$ cat src/rtl/wlvl_pkg.sv
// Shared constants, state type and the default entry-mode termination table.
// Assumes 8 configurations, 4 ranks and 8-bit termination codes for the default table.
package wlvl_pkg;

    localparam int P_NRANK = 4;
    localparam int P_NCFG  = 8;
    localparam int P_OW    = 8;

    typedef enum logic {
        ST_IDLE  = 1'b0,
        ST_ISSUE = 1'b1
    } wl_state_t;

    // Default table: target gets 40 ohm, its DIMM partner is off,
    // ranks on the other DIMM park at 60 or 120 ohm by configuration parity.
    function automatic logic [P_NCFG*P_NRANK*P_NRANK*P_OW-1:0] wl_default_tbl();
        logic [P_NCFG*P_NRANK*P_NRANK*P_OW-1:0] tbl;
        tbl = '0;
        for (int c = 0; c < P_NCFG; c++) begin
            for (int t = 0; t < P_NRANK; t++) begin
                for (int r = 0; r < P_NRANK; r++) begin
                    logic [P_OW-1:0] code;
                    if (r == t)
                        code = 8'h11;
                    else if ((r / 2) == (t / 2))
                        code = 8'h00;
                    else if ((c % 2) == 1)
                        code = 8'h01;
                    else
                        code = 8'h10;
                    tbl[((c*P_NRANK + t)*P_NRANK + r)*P_OW +: P_OW] = code;
                end
            end
        end
        return tbl;
    endfunction

endpackage

$ cat src/rtl/wlvl_rank_pick.sv
// Finds the lowest populated rank above the current one, or the lowest
// populated rank at all when first_i is set. Purely combinational.
module wlvl_rank_pick #(
    parameter int NRANK = 4,
    localparam int RW = $clog2(NRANK)
) (
    input  logic [NRANK-1:0] mask_i,
    input  logic [RW-1:0]    cur_i,
    input  logic             first_i,
    output logic [RW-1:0]    nxt_o,
    output logic             found_o
);

    // Scan from the top down so the lowest qualifying rank wins.
    always_comb begin
        nxt_o   = '0;
        found_o = 1'b0;
        for (int i = NRANK - 1; i >= 0; i--) begin
            if (mask_i[i] && (first_i || (i > int'(cur_i)))) begin
                nxt_o   = RW'(i);
                found_o = 1'b1;
            end
        end
    end

endmodule

$ cat src/rtl/wlvl_word_build.sv
// Assembles the mode register 1 command word for one rank and flags an
// undefined termination code. Assumes 8-bit codes. Purely combinational.
module wlvl_word_build #(
    parameter int NRANK      = 4,
    parameter int NCFG       = 8,
    parameter int OW         = 8,
    parameter int CW         = 16,
    parameter int WL_BIT     = 7,
    parameter int QOFF_BIT   = 12,
    parameter int CODE_SHIFT = 2,
    parameter logic [NCFG*NRANK*NRANK*OW-1:0] TBL = '0,
    localparam int RW   = $clog2(NRANK),
    localparam int CFGW = $clog2(NCFG)
) (
    input  logic                enter_i,
    input  logic [RW-1:0]       target_i,
    input  logic [RW-1:0]       rank_i,
    input  logic [CFGW-1:0]     cfg_i,
    input  logic [NRANK*OW-1:0] norm_i,
    output logic [CW-1:0]       word_o,
    output logic                undef_o
);

    logic [OW-1:0] code;
    logic [CW-1:0] wide;

    // Select the code source by direction.
    always_comb begin
        if (enter_i)
            code = TBL[((int'(cfg_i)*NRANK + int'(target_i))*NRANK + int'(rank_i))*OW +: OW];
        else
            code = norm_i[int'(rank_i)*OW +: OW];
    end

    // Shift the code into place, force bit 1, add the mode bits.
    always_comb begin
        wide   = {{(CW-OW){1'b0}}, code};
        word_o = (wide << CODE_SHIFT) | CW'(2);
        if (enter_i) begin
            if (rank_i == target_i)
                word_o[WL_BIT] = 1'b1;
            else
                word_o[QOFF_BIT] = 1'b1;
        end
    end

    // Flag any code outside the known set.
    always_comb begin
        case (code)
            8'h00, 8'h01, 8'h10, 8'h11, 8'h80, 8'h81: undef_o = 1'b0;
            default:                                 undef_o = 1'b1;
        endcase
    end

endmodule

$ cat src/rtl/wlvl_mr_seq.sv
// Issues one mode register 1 command per populated rank, lowest first, to
// enter or leave write leveling for a target rank. Parameters are captured on
// the accepted start. Commands are held until taken. Assumes a 4-rank default
// table unless WL_ODT_TBL is overridden.
module wlvl_mr_seq #(
    parameter int NRANK      = wlvl_pkg::P_NRANK,
    parameter int NCFG       = wlvl_pkg::P_NCFG,
    parameter int OW         = wlvl_pkg::P_OW,
    parameter int CW         = 16,
    parameter int WL_BIT     = 7,
    parameter int QOFF_BIT   = 12,
    parameter int CODE_SHIFT = 2,
    parameter logic [NCFG*NRANK*NRANK*OW-1:0] WL_ODT_TBL = wlvl_pkg::wl_default_tbl(),
    localparam int RW   = $clog2(NRANK),
    localparam int CFGW = $clog2(NCFG)
) (
    input  logic                clk,
    input  logic                rst_n,
    input  logic                start_i,
    input  logic                enter_i,
    input  logic [RW-1:0]       target_i,
    input  logic [NRANK-1:0]    pop_mask_i,
    input  logic [CFGW-1:0]     cfg_i,
    input  logic [NRANK*OW-1:0] norm_odt_i,
    output logic                cmd_valid_o,
    input  logic                cmd_ready_i,
    output logic [RW-1:0]       cmd_rank_o,
    output logic [CW-1:0]       cmd_word_o,
    output logic                done_o,
    output logic                odt_warn_o
);
    import wlvl_pkg::*;

    wl_state_t          state_q;
    logic [RW-1:0]      rank_q;
    logic               enter_q;
    logic [RW-1:0]      target_q;
    logic [NRANK-1:0]   mask_q;
    logic [CFGW-1:0]    cfg_q;
    logic [NRANK*OW-1:0] norm_q;
    logic               done_q;
    logic               warn_q;

    logic               idle;
    logic [NRANK-1:0]   pick_mask;
    logic [RW-1:0]      pick_nxt;
    logic               pick_found;
    logic               undef;

    // On start the picker scans the incoming mask, afterwards the captured one.
    assign idle      = (state_q == ST_IDLE);
    assign pick_mask = idle ? pop_mask_i : mask_q;

    wlvl_rank_pick #(.NRANK(NRANK)) u_pick (
        .mask_i  (pick_mask),
        .cur_i   (rank_q),
        .first_i (idle),
        .nxt_o   (pick_nxt),
        .found_o (pick_found)
    );

    wlvl_word_build #(
        .NRANK(NRANK), .NCFG(NCFG), .OW(OW), .CW(CW),
        .WL_BIT(WL_BIT), .QOFF_BIT(QOFF_BIT), .CODE_SHIFT(CODE_SHIFT),
        .TBL(WL_ODT_TBL)
    ) u_word (
        .enter_i  (enter_q),
        .target_i (target_q),
        .rank_i   (rank_q),
        .cfg_i    (cfg_q),
        .norm_i   (norm_q),
        .word_o   (cmd_word_o),
        .undef_o  (undef)
    );

    // Sequence control: capture on start, step on each accepted command.
    always_ff @(posedge clk) begin
        if (!rst_n) begin
            state_q  <= ST_IDLE;
            rank_q   <= '0;
            enter_q  <= 1'b0;
            target_q <= '0;
            mask_q   <= '0;
            cfg_q    <= '0;
            norm_q   <= '0;
            done_q   <= 1'b0;
            warn_q   <= 1'b0;
        end else begin
            done_q <= 1'b0;
            case (state_q)
                ST_IDLE: begin
                    if (start_i) begin
                        enter_q  <= enter_i;
                        target_q <= target_i;
                        mask_q   <= pop_mask_i;
                        cfg_q    <= cfg_i;
                        norm_q   <= norm_odt_i;
                        warn_q   <= 1'b0;
                        if (pick_found) begin
                            rank_q  <= pick_nxt;
                            state_q <= ST_ISSUE;
                        end else begin
                            done_q <= 1'b1;
                        end
                    end
                end
                ST_ISSUE: begin
                    if (cmd_ready_i) begin
                        if (undef)
                            warn_q <= 1'b1;
                        if (pick_found) begin
                            rank_q <= pick_nxt;
                        end else begin
                            state_q <= ST_IDLE;
                            done_q  <= 1'b1;
                        end
                    end
                end
                default: state_q <= ST_IDLE;
            endcase
        end
    end

    assign cmd_valid_o = (state_q == ST_ISSUE);
    assign cmd_rank_o  = rank_q;
    assign done_o      = done_q;
    assign odt_warn_o  = warn_q;

endmodule

$ cat config.mk
export PLATFORM = sky130hd
export DESIGN_NAME = wlvl_mr_seq
export DESIGN_NICKNAME = d
export VERILOG_FILES = /design/src/rtl/wlvl_pkg.sv /design/src/rtl/wlvl_rank_pick.sv /design/src/rtl/wlvl_word_build.sv /design/src/rtl/wlvl_mr_seq.sv
export SDC_FILE = /design/constraint.sdc
export NUM_CORES = 1
export LEC_CHECK = 0
export ABC_AREA = 1
export BUFFER_PORTS_ARGS = -buffer_cell sky130_fd_sc_hd__buf_2
export CORE_MARGIN = 3
export CORE_UTILIZATION = 25
export DETAILED_ROUTE_END_ITERATION = 6
export GPL_TIMING_DRIVEN = 0
export PLACE_DENSITY = 0.54
export RECOVER_POWER = 25
export SLEW_MARGIN = 15
export SYNTH_ARGS = -nofsm -noshare
export SYNTH_HDL_FRONTEND = slang
export SYNTH_SLANG_ARGS = --single-unit
$ cat constraint.sdc
create_clock -name clk -period 3.55 [get_ports clk]
set_clock_uncertainty 0.2 [all_clocks]
set_input_delay 0.1775 -clock clk [delete_from_list [all_inputs] [get_ports clk]]
set_output_delay 0.1775 -clock clk [all_outputs]
set_load 0.05 [all_outputs]
Word-level counts from Yosys, hierarchy flattened
Index checks and enable logic that the tools add are counted.
{"block": "totals", "ff_bits": 47, "latch_bits": 0, "ram_bits": 0, "mem_bits_ro": 0, "in_bits": 46, "wordCells": 68, "n_memories": 0}
{"block": "classes", "addsub": 2, "multipliers": 0, "div": 0, "n_lt_le_gt_ge": 3, "n_eq_ne": 9, "shifts": 2, "n_mux": 30, "n_bitwise": 1, "reduce_logical": 12}
{"operator": "1024-bit by 32-bit indexed part select with 8-bit output (first input constant)", "n": 1}
{"operator": "32-bit by 6-bit indexed part select with 8-bit output", "n": 1}
{"operator": "29-bit by 3-bit adder with 29-bit output", "n": 1}
{"operator": "1-bit two-way mux", "n": 17}
{"operator": "8-bit by 5-bit equality test with 1-bit output (second input constant)", "n": 2}
{"operator": "8-bit equality test (second input constant)", "n": 2}
{"operator": "2-bit two-way mux", "n": 7}
{"operator": "8-bit by 1-bit equality test with 1-bit output (second input constant)", "n": 1}
{"operator": "8-bit logical NOT", "n": 1}
{"operator": "8-bit two-way mux", "n": 1}
{"operator": "5-bit by 2-bit adder with 6-bit output", "n": 1}
{"operator": "2-bit != test (second input constant)", "n": 3}
{"operator": "1-bit one-hot mux with 2 select lines", "n": 3}
{"operator": "6-bit OR reduction", "n": 1}
{"operator": "2-bit > comparator (first input constant)", "n": 2}
{"operator": "1-bit logical AND", "n": 4}
{"operator": "4-bit two-way mux", "n": 1}
{"operator": "2-bit one-hot mux with 2 select lines", "n": 1}
{"operator": "2-bit AND reduction", "n": 2}
{"operator": "1-bit logical OR", "n": 3}
{"operator": "3-bit AND reduction", "n": 1}
{"operator": "2-bit equality test", "n": 1}
{"operator": "1-bit by 2-bit > comparator with 1-bit output (first input constant)", "n": 1}
{"operator": "1-bit NOT", "n": 1}

Logic depth before layout (Yosys ltp)
Gate-level depths: netlist (run 1).
{"block": "depth", "word_depth": 10, "depth_mapped": 13, "mapped_depth_nobuf": 11}

Cells and area by module
From an unflattened synthesis (run 1), not the netlist that was laid out.
{"block": "unflattened", "hier_cells": 347, "hier_area_um2": 2322.2}
{"module": "wlvl_mr_seq", "instances": 1, "cells_each": 218, "area_per_inst_um2": 1760.4, "seq_area_each_um2": 940.9}
{"module": "wlvl_word_build", "instances": 1, "cells_each": 113, "area_per_inst_um2": 481.7, "seq_area_each_um2": 0.0}
{"module": "wlvl_rank_pick", "instances": 1, "cells_each": 16, "area_per_inst_um2": 80.1, "seq_area_each_um2": 0.0}

Worst setup path after synthesis (run 1)
OpenSTA, ideal clock, no wires.
{"block": "synth_timing", "path_kind": "register -> output", "from": "register rank_q[1] (netlist: cmd_rank_o[1])", "to": "output port cmd_word_o[7]", "arrival_ps": 2231, "setup_slack_ps": 941, "path_stages_with_launch": 9, "cell_sequence": "dfxtp_1 buf_6 buf_6 nand2_1 nand2_1 nand2_1 nand2_1 inv_1 a21oi_1"}
{"block": "synth_between", "elab_chain_len": 5}
{"item": "start, declared", "line_no": "wlvl_mr_seq.sv:35", "text": "logic [RW-1:0] rank_q;"}
{"item": "start signal, assigned", "line_no": "wlvl_mr_seq.sv:100", "text": "rank_q <= pick_nxt;"}
{"item": "start signal, assigned", "line_no": "wlvl_mr_seq.sv:112", "text": "rank_q <= pick_nxt;"}
{"item": "29-bit by 3-bit adder with 29-bit output", "line_no": "wlvl_word_build.sv:30", "text": "code = TBL[((int'(cfg_i)*NRANK + int'(target_i))*NRANK + int'(rank_i))*OW +: OW];"}
{"item": "1024-bit by 32-bit indexed part select with 8-bit output", "line_no": "wlvl_word_build.sv:30"}
{"item": "8-bit two-way mux", "line_no": "wlvl_word_build.sv:29", "text": "if (enter_i)"}
{"item": "1-bit two-way mux", "line_no": "wlvl_word_build.sv:40", "text": "if (rank_i == target_i)"}
{"item": "1-bit two-way mux *", "line_no": "wlvl_word_build.sv:39", "text": "if (enter_i) begin"}
{"item": "end, declared", "line_no": "wlvl_mr_seq.sv:28", "text": "output logic [CW-1:0] cmd_word_o,"}
Every way passes the cells marked *; elsewhere a longest branch is shown, timed or not.

Worst setup path in the final report (run 1)
{"block": "layout_timing", "from": "register state_q (netlist: cmd_valid_o)", "to": "register target_q[1]"}
{"block": "layout_between", "elab_chain_len": 2}
{"item": "start, declared", "line_no": "wlvl_mr_seq.sv:34", "text": "wl_state_t state_q;"}
{"item": "start signal, assigned", "line_no": "wlvl_mr_seq.sv:79", "text": "state_q <= ST_IDLE;"}
{"item": "start signal, assigned", "line_no": "wlvl_mr_seq.sv:101", "text": "state_q <= ST_ISSUE;"}
{"item": "start signal, assigned", "line_no": "wlvl_mr_seq.sv:114", "text": "state_q <= ST_IDLE;"}
{"item": "1-bit NOT (no source line)"}
{"item": "2-bit AND reduction (no source line)"}
{"item": "end signal, assigned", "line_no": "wlvl_mr_seq.sv:94", "text": "target_q <= target_i;"}
{"item": "end, declared", "line_no": "wlvl_mr_seq.sv:37", "text": "logic [RW-1:0] target_q;"}
Every way passes these cells.
A chain may end at the register's enable or synchronous reset.

==> results of run 1 <==
## Yosys cell counts (3+ instances only)
| library cell | number | area share |
|---|---|---|
| sky130_fd_sc_hd__a21oi_1 | 12 | 0.028 |
| sky130_fd_sc_hd__a21oi_2 | 3 | 0.012 |
| sky130_fd_sc_hd__buf_2 | 7 | 0.016 |
| sky130_fd_sc_hd__buf_4 | 8 | 0.028 |
| sky130_fd_sc_hd__buf_6 | 5 | 0.026 |
| sky130_fd_sc_hd__clkbuf_1 | 4 | 0.0070 |
| sky130_fd_sc_hd__dfxtp_1 | 44 | 0.41 |
| sky130_fd_sc_hd__inv_1 | 21 | 0.037 |
| sky130_fd_sc_hd__inv_2 | 3 | 0.0053 |
| sky130_fd_sc_hd__nand2_1 | 72 | 0.13 |
| sky130_fd_sc_hd__nand3_1 | 12 | 0.028 |
| sky130_fd_sc_hd__nor2_1 | 77 | 0.14 |
| sky130_fd_sc_hd__o21ai_0 | 40 | 0.094 |
## path summary, 6_finish.rpt
kind	slack, ns	cells after the start	to
worst max-delay path	1.12	7	target_q[1]
worst min-delay path	0.04	4	cmd_rank_o[1]
worst max register to register	1.12	7	target_q[1]
worst min register to register	0.26	2	odt_warn_o
## metal layers
layer,vias up,part of all wire,global-route usage
met5,-,0,0
met4,0,0.0090,0.0284
met3,5,0.048,0.0248
met2,55,0.48,0.237
met1,1044,0.47,0.178
li1,1217,-,-
## per-stage QoR
stage	util	setup WS [ns]
after floorplan	-	0.941
after global placement	0.312	1.76
after detailed placement	0.312	1.78
after CTS	0.374	1.45
after global routing	0.373	0.901
final	0.373	1.12
## state kept, by name, indices dropped and copies added (netlist names)
| register | cells |
|---|---|
| mask_q | 3 |
| done_o | 1 |
| enter_q | 1 |
| odt_warn_o | 1 |
| target_q | 2 |
| cmd_rank_o | 2 |
| norm_q | 32 |
| cmd_valid_o | 1 |
| cfg_q | 1 |
## final cells by class
| class | count | share of cell area |
|---|---|---|
| multi-input combinational | 235 | 0.327 |
| sequential | 44 | 0.286 |
| timing repair buffer | 98 | 0.224 |
| buffer | 25 | 0.0529 |
| tap | 105 | 0.0427 |
| inverter | 25 | 0.0321 |
| clock buffer | 6 | 0.0236 |
| clock inverter | 2 | 0.0114 |
## cell families (layout without fill, tap and decap cells)
family                 Yosys count  after routing  synth area share
buffers and inverters           50            156             0.126
AO/OA/AOI/OAI                   59             59             0.146
other                            2              7           0.00351
flip-flops                      44             44             0.412
AND/OR/NAND/NOR                169            169             0.313
## timing repair
action | CTS | global route
endpoints found under the hold margin | 40 | 0
hold buffers | 41 | 0
buffers inserted | 0 | 0
## cells in the final DEF, fill, tap and decap left out, types with 2 or more instances in the layout
master                          netlist  routed
sky130_fd_sc_hd__a21oi_1             12      12
sky130_fd_sc_hd__a21oi_2              3       3
sky130_fd_sc_hd__a31oi_1              2       2
sky130_fd_sc_hd__buf_2                7      56
sky130_fd_sc_hd__buf_4                8       7
sky130_fd_sc_hd__buf_6                5       5
sky130_fd_sc_hd__clkbuf_1             4      14
sky130_fd_sc_hd__clkbuf_8             0       5
sky130_fd_sc_hd__conb_1               2       7
sky130_fd_sc_hd__dfxtp_1             44      44
sky130_fd_sc_hd__dlygate4sd3_1        0      41
sky130_fd_sc_hd__inv_1               21      22
sky130_fd_sc_hd__inv_2                3       2
sky130_fd_sc_hd__nand2_1             72      72
sky130_fd_sc_hd__nand3_1             12      12
sky130_fd_sc_hd__nand4_1              2       2
sky130_fd_sc_hd__nor2_1              77      77
sky130_fd_sc_hd__nor2_2               2       2
sky130_fd_sc_hd__o21ai_0             40      40
## critical path: stages, from the launching register on
cell,delay [ns]
sky130_fd_sc_hd__dfxtp_1,0.32
sky130_fd_sc_hd__clkbuf_1,0.18
sky130_fd_sc_hd__nor2_1,0.16
sky130_fd_sc_hd__clkbuf_1,0.38
sky130_fd_sc_hd__inv_1,0.28
sky130_fd_sc_hd__o21ai_0,0.19
sky130_fd_sc_hd__dlygate4sd3_1,0.56
sky130_fd_sc_hd__a21oi_1,0.04
## report_power, final
part / total [uW] / internal [uW] / leakage (uW) / switching, uW
Clock: 381 / 209 / 0.0000552 / 172
Combinational: 417 / 144 / 0.00109 / 273
Sequential: 567 / 540 / 0.000364 / 26.7
==> impl_metrics.tcl, run 1 <==
set metrics [dict create \
    p_leak_uw 0.00151 \
    clock_sink_count 44 \
    tritoncts "done" \
    start_util 0.259 \
    layout.cell_area.non_filler_sq_mm 0.00308 \
    unrepaired_setup_endpoints_after_global_routing "no" \
    maxClockFrequency_ghz 0.411 \
    worst_pin_slew_ns 0.614 \
    grtUsageTotal 0.136 \
    timing.critical_path.from_type "flip-flop" \
    grt_pass1_vias 2320 \
    post_cts.resized_instances 0 \
    yosys.cell_types.count 25 \
    timing.slew.headroom 0.592 \
    drt-total-wl_um 6430 \
    gp_congestion 0.828 \
    dr.first_iter.drc_count 147 \
    finalCritPeriodShare 0.685 \
    syn-instance-count 324 \
    wl_per_cell_um 11.9 \
    floorplan.rows 33 \
    finalCriticalPeriod_ns 2.43 \
    outcome "finished clean" \
    fraction_of_layout_cells_with_a_size_suffix_above_1 0.195 \
    firstDrtPassIters 4 \
    fillCellCount 920 \
    p_per_area_mw_per_mm2 444 \
    timing.hold.worst.class "input pin to flip-flop" \
    area_growth_syn_to_layout_pct 44.0 \
    vdd_ir_drop_max_uv 216 \
    placement.io_buffers 57 \
    die-width_um 98.5 \
    yosys_warnings 0 \
    report.power.total_uw 1360 \
    worst-endpoint-required_ns 3.52 \
    final_nets 480 \
    cts.path.max_buffers 2 \
    grt.overflow.total 0 \
    instances_no_fill 540 \
    register_area_sq_um 881 \
    inst_count_dp 491 \
    critPathMaxFanout 10 \
    r2r-start "cmd_valid_o" \
    ys_seq_area_frac 0.412 \
    global_route_wire_length_before_repair_um 10700 \
    synth-async-reset-ratio 0 \
    data_arrival_time_of_the_critical_path_ns 2.41 \
    ctsHtreeMaxLevel 2 \
    number_of_nets_with_antenna_violations_after_routing 0 \
    count_of_max_cap_constraint_violations 0 \
    fp.coreArea_sq_mm 0.00826 \
    critPathLaunch "cmd_valid_o" \
    minimum_hold_slack_ns 0.0442 \
    dominantRegCellSynth "sky130_fd_sc_hd__dfxtp_1" \
    number_of_cts_inserted_buffers 5 \
    report.final.slew_viol_count 0 \
    yosys_register_bits 44 \
    cts.root.buffer_cell "sky130_fd_sc_hd__clkbuf_8" \
    number_of_synthesized_flops_with_an_enable_pin 0 \
    clock_network_latency_to_the_later_pin_of_the_worst_skew_pair_ns 0.30 \
    ios 67 \
    drt-vias-per-instance 4.30 \
    clkSlewWorstSetupHoldPaths_ns 0.08 \
    placement.cell_area_sq_mm 0.00257 \
    die_height_um 98.5 \
    setup.worst_path.end_class "flip-flop" \
    place_hpwl_um 4760 \
    final-setup-viol-count 0 \
    vias 2321 \
    setup.worst_path.class "flip-flop to flip-flop" \
    die_area_sq_mm 0.00969 \
    timing.setup.tns_ns 0 \
    hold_start "pop_mask_i[0]" \
    syn-cell-area_sq_mm 0.00214 \
    antennaDiodeCount 0 \
    pin_count_of_the_biggest_net_entering_global_routing 14 \
    synth.avg_cell_area_sq_um 6.60 \
    grt_antenna_before_repair 0 \
    post-route-drc-count 0 \
    multiInputGateArea_sq_mm 0.00101 \
    hold_violations 0 \
]
Power figures use the tool's default switching activity.
==> run 2: changes to the inputs <==
--- a/config.mk
+++ b/config.mk
@@ -11,7 +11,7 @@
 export CORE_UTILIZATION = 25
 export DETAILED_ROUTE_END_ITERATION = 6
 export GPL_TIMING_DRIVEN = 0
-export PLACE_DENSITY = 0.54
+export PLACE_DENSITY = 0.56
 export RECOVER_POWER = 25
 export SLEW_MARGIN = 15
 export SYNTH_ARGS = -nofsm -noshare
==> constraint.sdc (replaced) <==
create_clock -name clk -period 2.1 [get_ports clk]
set_clock_uncertainty 0.2 [all_clocks]
set_input_delay 0.105 -clock clk [delete_from_list [all_inputs] [get_ports clk]]
set_output_delay 0.105 -clock clk [all_outputs]
set_load 0.05 [all_outputs]
==> impl_metrics.tcl, run 2 (synthesis gave the netlist of run 1 again) <==
set metrics [dict create \
    final-setup-viol-count 0 \
    grtUsageTotal 0.134 \
    placement.io_buffers 57 \
    vias 2381 \
    post-route-drc-count 0 \
    maxClockFrequency_ghz 0.498 \
    die_height_um 98.5 \
    timing.critical_path.from_type "flip-flop" \
    grt_pass1_vias 2235 \
    worst_pin_slew_ns 0.623 \
    cts.path.max_buffers 2 \
    clkSlewWorstSetupHoldPaths_ns 0.08 \
    die-width_um 98.5 \
    number_of_nets_with_antenna_violations_after_routing 0 \
    p_leak_uw 0.00160 \
    instances_no_fill 553 \
    place_hpwl_um 4810 \
    final_nets 493 \
    wl_per_cell_um 11.7 \
    count_of_max_cap_constraint_violations 0 \
    setup.worst_path.class "flip-flop to output port" \
    layout_utilization 0.399 \
    unrepaired_setup_endpoints_after_global_routing "yes" \
    inst_count_dp 491 \
    die_area_sq_mm 0.00969 \
    fp.coreArea_sq_mm 0.00826 \
    most_flop_heavy_register "norm_q" \
    drt-vias-per-instance 4.31 \
    global_route_wire_length_before_repair_um 10500 \
    clock_network_latency_to_the_later_pin_of_the_worst_skew_pair_ns 0.30 \
    report.final.slew_viol_count 0 \
    critPathMaxFanout 8 \
    number_of_cts_inserted_buffers 5 \
    data_arrival_time_of_the_critical_path_ns 1.70 \
    final_common_cell "sky130_fd_sc_hd__nor2_1" \
    fillCellCount 888 \
    layout.cells.most_common_list "76 x sky130_fd_sc_hd__nor2_1, 67 x sky130_fd_sc_hd__nand2_1, 58 x sky130_fd_sc_hd__buf_2, 43 x sky130_fd_sc_hd__dlygate4sd3_1, 42 x sky130_fd_sc_hd__dfxtp_1" \
    outcome "finished clean" \
    worst-endpoint-required_ns 1.79 \
    pin_count_of_the_biggest_net_entering_global_routing 14 \
    setup.worst_path.end_class "output port" \
    area_growth_syn_to_layout_pct 54.3 \
    timing.slew.headroom 0.587 \
    vdd_ir_drop_max_uv 313 \
    grt_antenna_before_repair 0 \
    gp_congestion 0.799 \
    clock_sink_count 44 \
    hold_violations 0 \
    finalCriticalPeriod_ns 2.01 \
    grt.overflow.total 0 \
    tritoncts "done" \
    ctsHtreeMaxLevel 2 \
    floorplan.rows 33 \
    firstDrtPassIters 4 \
    drt-total-wl_um 6480 \
    antennaDiodeCount 0 \
    reg_top3 "norm_q (32), mask_q (3)" \
    fraction_of_layout_cells_with_a_size_suffix_above_1 0.263 \
    cts.root.buffer_cell "sky130_fd_sc_hd__clkbuf_8" \
    finalCritPeriodShare 0.957 \
    ios 67 \
    start_util 0.259 \
    dr.first_iter.drc_count 131 \
    p_per_area_mw_per_mm2 748 \
    timing.hold.worst.class "input pin to flip-flop" \
    max_ffs_per_register 32 \
]
run 2: cell types whose count changed in the layout (fill, tap and decap cells not counted), moves of 3 or more:
cell,previous run,this run
sky130_fd_sc_hd__nand2_1,72,67
sky130_fd_sc_hd__buf_8,0,4
sky130_fd_sc_hd__inv_1,22,19
sky130_fd_sc_hd__nand2_2,1,6
sky130_fd_sc_hd__clkbuf_1,14,7
sky130_fd_sc_hd__buf_4,7,18
run 2: power breakdown:
group	switching, uW	leakage [uW]	internal [uW]
Sequential	49.3	0.000365	914
Combinational	490	0.00117	310
Clock	284	0.0000645	420
run 2: final cells by class:
| type | instances | area, sq um | area share |
|---|---|---|---|
| Buffer | 25 | 188 | 0.0569 |
| Clock buffer | 7 | 96.3 | 0.0292 |
| Clock inverter | 1 | 30.0 | 0.00910 |
| Inverter | 25 | 109 | 0.0330 |
| Multi-Input combinational cell | 235 | 1050 | 0.319 |
| Sequential cell | 44 | 883 | 0.268 |
| Tap cell | 105 | 131 | 0.0398 |
| Timing Repair Buffer | 111 | 807 | 0.245 |
run 2: worst max-delay path, cell delays in order (launching register included):
cell	delay, ns
sky130_fd_sc_hd__dfxtp_2	0.33
sky130_fd_sc_hd__buf_8	0.14
sky130_fd_sc_hd__inv_6	0.06
sky130_fd_sc_hd__buf_8	0.11
sky130_fd_sc_hd__nand2_2	0.04
sky130_fd_sc_hd__nand2_1	0.07
sky130_fd_sc_hd__nand2_2	0.06
sky130_fd_sc_hd__nand2_2	0.07
sky130_fd_sc_hd__clkinvlp_4	0.12
sky130_fd_sc_hd__o21ai_2	0.09
sky130_fd_sc_hd__nand2_2	0.10
sky130_fd_sc_hd__clkinvlp_4	0.08
sky130_fd_sc_hd__buf_8	0.13
run 2: through the flow:
step	setup WS [ns]	TNS, ns	area [sq um]	hold WS, ns	total power [uW]
after detailed placement	0.162	0	2590	0.135	1640
after global routing	-0.0287	-0.0461	3300	0.0326	2620
after floorplan	0.0198	0	2180	0.0399	1460
final	0.0902	0	3300	0.0171	2470
after global placement	0.161	0	2590	0.130	1640
after CTS	0.00329	0	3170	0.0126	2430
run 2: worst paths after layout:
check,cells past startpoint,from,to,slack [ns]
worst min-delay path,3,rst_n,mask_q[3],0.02
worst max-delay path,12,cmd_rank_o[0],cmd_word_o[2],0.09
worst max register to register,7,cmd_valid_o,target_q[1],0.12
worst min register to register,2,odt_warn_o,odt_warn_o,0.27
run 2: timing repair:
item,4_1_cts,5_1_grt
endpoints found under the setup margin,1,5
resized for setup,5,16
hold endpoints to repair,42,0
pin swaps,1,5
setup buffers,1,10
hold buffers,43,0
run 2: per-layer routing:
| metal | part of all wire | GRT usage | vias up |
|---|---|---|---|
| met2 | 0.46 | 0.218 | 63 |
| met4 | 0.017 | 0.0399 | 0 |
| met3 | 0.056 | 0.0269 | 12 |
| li1 | - | - | 1247 |
| met1 | 0.46 | 0.179 | 1059 |
| met5 | 0 | 0 | - |
==> run 3: changes to the inputs <==
--- a/config.mk
+++ b/config.mk
@@ -8,10 +8,10 @@
 export ABC_AREA = 1
 export BUFFER_PORTS_ARGS = -buffer_cell sky130_fd_sc_hd__buf_2
 export CORE_MARGIN = 3
-export CORE_UTILIZATION = 25
+export CORE_UTILIZATION = 31
 export DETAILED_ROUTE_END_ITERATION = 6
 export GPL_TIMING_DRIVEN = 0
-export PLACE_DENSITY = 0.56
+export PLACE_DENSITY = 0.64
 export RECOVER_POWER = 25
 export SLEW_MARGIN = 15
 export SYNTH_ARGS = -nofsm -noshare
==> impl_metrics.tcl, run 3 (synthesis gave the netlist of run 1 again) <==
set metrics [dict create \
    most_flop_heavy_register "norm_q" \
    count_of_max_cap_constraint_violations 0 \
    gp_congestion 0.885 \
    final_nets 492 \
    grt_pass1_vias 2253 \
    critPathLaunch "cmd_rank_o[1]" \
    crit_chain "buf_6, buf_8, buf_12, nand3_1, nand2_1, nor2_1, a21oi_4, clkbuf_4" \
    area_growth_syn_to_layout_pct 52.5 \
    final_common_cell "sky130_fd_sc_hd__nor2_1" \
    cts.path.max_buffers 2 \
    fp.coreArea_sq_mm 0.00653 \
    firstDrtPassIters 4 \
    vdd_ir_drop_max_uv 273 \
    wl_per_cell_um 12.1 \
    worst-endpoint-required_ns 1.79 \
    clkSlewWorstSetupHoldPaths_ns 0.09 \
    unrepaired_setup_endpoints_after_global_routing "yes" \
    setup.worst_path.class "flip-flop to output port" \
    timing.critical_path.from_type "flip-flop" \
    die_height_um 89.0 \
    cts.root.buffer_cell "sky130_fd_sc_hd__clkbuf_8" \
    tritoncts "done" \
    hold_violations 0 \
    max_ffs_per_register 32 \
    grt_util_met2 0.271 \
    minimum_hold_slack_ns 0.0328 \
    placement.cell_area_sq_mm 0.00256 \
    ios 67 \
    gr-usage-met1 0.211 \
    setup.worst_path.end_class "output port" \
    worstPathBufferInverterCount 4 \
    grtUsageTotal 0.164 \
    crit-reg2reg-capture "cmd_valid_o" \
    cpMaxStageDelayCell "sky130_fd_sc_hd__dfxtp_2" \
    drt-total-wl_um 6330 \
    delay_contributed_by_the_slowest_stage_of_the_critical_path_ns 0.33 \
    final-setup-viol-count 0 \
    report.final.slew_viol_count 0 \
    r2r_cells 9 \
    start_util 0.327 \
    p_leak_uw 0.00159 \
    r2r-start "cmd_valid_o" \
    layout.cell_area.non_filler_sq_mm 0.00326 \
    maxClockFrequency_ghz 0.488 \
    clock_sink_count 44 \
    placement.io_buffers 57 \
    ctsHtreeMaxLevel 2 \
    dr.first_iter.drc_count 108 \
    holdPathStages 5 \
    timing.hold.worst.class "input pin to flip-flop" \
    critPathMaxFanout 8 \
    pin_count_of_the_biggest_net_entering_global_routing 15 \
    number_of_cts_inserted_buffers 5 \
    drt-vias-per-instance 4.59 \
    grt.overflow.total 0 \
    p_per_area_mw_per_mm2 750 \
    grt_use_met3 0.0424 \
    grt_busiest_layer "met2" \
    die-width_um 89.0 \
    worstHoldEndpoint "done_o" \
    cell_class_contributing_the_biggest_share_of_worst_path_delay "buffers and inverters" \
    die_area_sq_mm 0.00793 \
    reg2reg_setup_slack_ns 0.11 \
    floorplan.rows 29 \
    reg_top3 "norm_q (32), mask_q (3)" \
    finalCritPeriodShare 0.976 \
    place_hpwl_um 4540 \
    post-route-drc-count 0 \
    clock_network_latency_to_the_later_pin_of_the_worst_skew_pair_ns 0.31 \
    grt_antenna_before_repair 0 \
    number_of_nets_with_antenna_violations_after_routing 0 \
    global_route_wire_length_before_repair_um 10100 \
    vias 2403 \
    hold_start "start_i" \
    data_arrival_time_of_the_critical_path_ns 1.74 \
    layout.cells.most_common_list "75 x sky130_fd_sc_hd__nor2_1, 69 x sky130_fd_sc_hd__nand2_1, 55 x sky130_fd_sc_hd__buf_2, 45 x sky130_fd_sc_hd__dlygate4sd3_1, 42 x sky130_fd_sc_hd__dfxtp_1" \
    fraction_of_layout_cells_with_a_size_suffix_above_1 0.251 \
    report.power.total_uw 2440 \
    worst_pin_slew_ns 0.609 \
    timing.slew.headroom 0.596 \
    finalCriticalPeriod_ns 2.05 \
    outcome "finished clean" \
    antennaDiodeCount 0 \
]
run 3: cell count changes in the layout (fill, tap and decap cells not counted), moves of 2 or more:
| cell | change |
|---|---|
| sky130_fd_sc_hd__nand2_2 | -2 |
| sky130_fd_sc_hd__nand2_1 | +2 |
| sky130_fd_sc_hd__clkbuf_1 | +3 |
| sky130_fd_sc_hd__buf_4 | -2 |
| sky130_fd_sc_hd__buf_2 | -3 |
| sky130_fd_sc_hd__dlygate4sd3_1 | +2 |
run 3: how the worst max path moves through the flow:
| stage | endpoint | slack (ns) | depth (start not counted) |
|---|---|---|---|
| after floorplan | cmd_word_o[2] | 0.02 | 10 |
| after global placement | cmd_word_o[2] | 0.27 | 11 |
| after detailed placement | cmd_word_o[2] | 0.26 | 11 |
| after CTS | cmd_word_o[2] | 0.004 | 11 |
| after global routing | cmd_word_o[2] | -0.04 | 11 |
| final | cmd_word_o[7] | 0.05 | 8 |
run 3: stage by stage:
stage               utilization  setup TNS (ns)  std cells  worst slack, ns
global route              0.499         -0.0852        524          -0.0377
global placement          0.392               0        463            0.272
finish                    0.499               0        524           0.0506
CTS                       0.480               0        516          0.00422
detailed placement        0.392               0        463            0.258
floorplan                     -               0        329           0.0198
run 3: repair_timing:
action | in CTS | in global routing
buffers inserted | 0 | 8
gates resized for setup | 2 | 20
hold buffers | 45 | 0
pin swaps | 0 | 2
setup endpoints to repair | 1 | 6
cloned | 0 | 0
endpoints found under the hold margin | 43 | 0
run 3: area by class of cell:
type                       count  area, sq um
sequential                    44          883
inverter                      25          109
clock buffer                   6         82.6
buffer                        25          183
multi-input combinational    235         1050
timing repair buffer         110          816
clock inverter                 2         38.8
tap                           77         96.3
fill                         683         3270
run 3: per-layer routing:
layer | wire [um] | part of all wire | vias to the layer above
met5 | 0 | 0 | -
met3 | 359 | 0.057 | 14
met2 | 2960 | 0.47 | 82
li1 | - | - | 1248
met4 | 124 | 0.020 | 0
met1 | 2890 | 0.46 | 1059
run 3: worst reg2reg max path, delay by kind of cell (launching register included):
family | cells | cell delay [ns]
flops | 1 | 0.33
compound gates | 2 | 0.23
simple gates | 4 | 0.35
buf+inv | 3 | 0.77
run 3: power by group:
part | switching, uW | internal, uW
logic | 491 | 303
registers | 45.9 | 914
clock network | 300 | 389
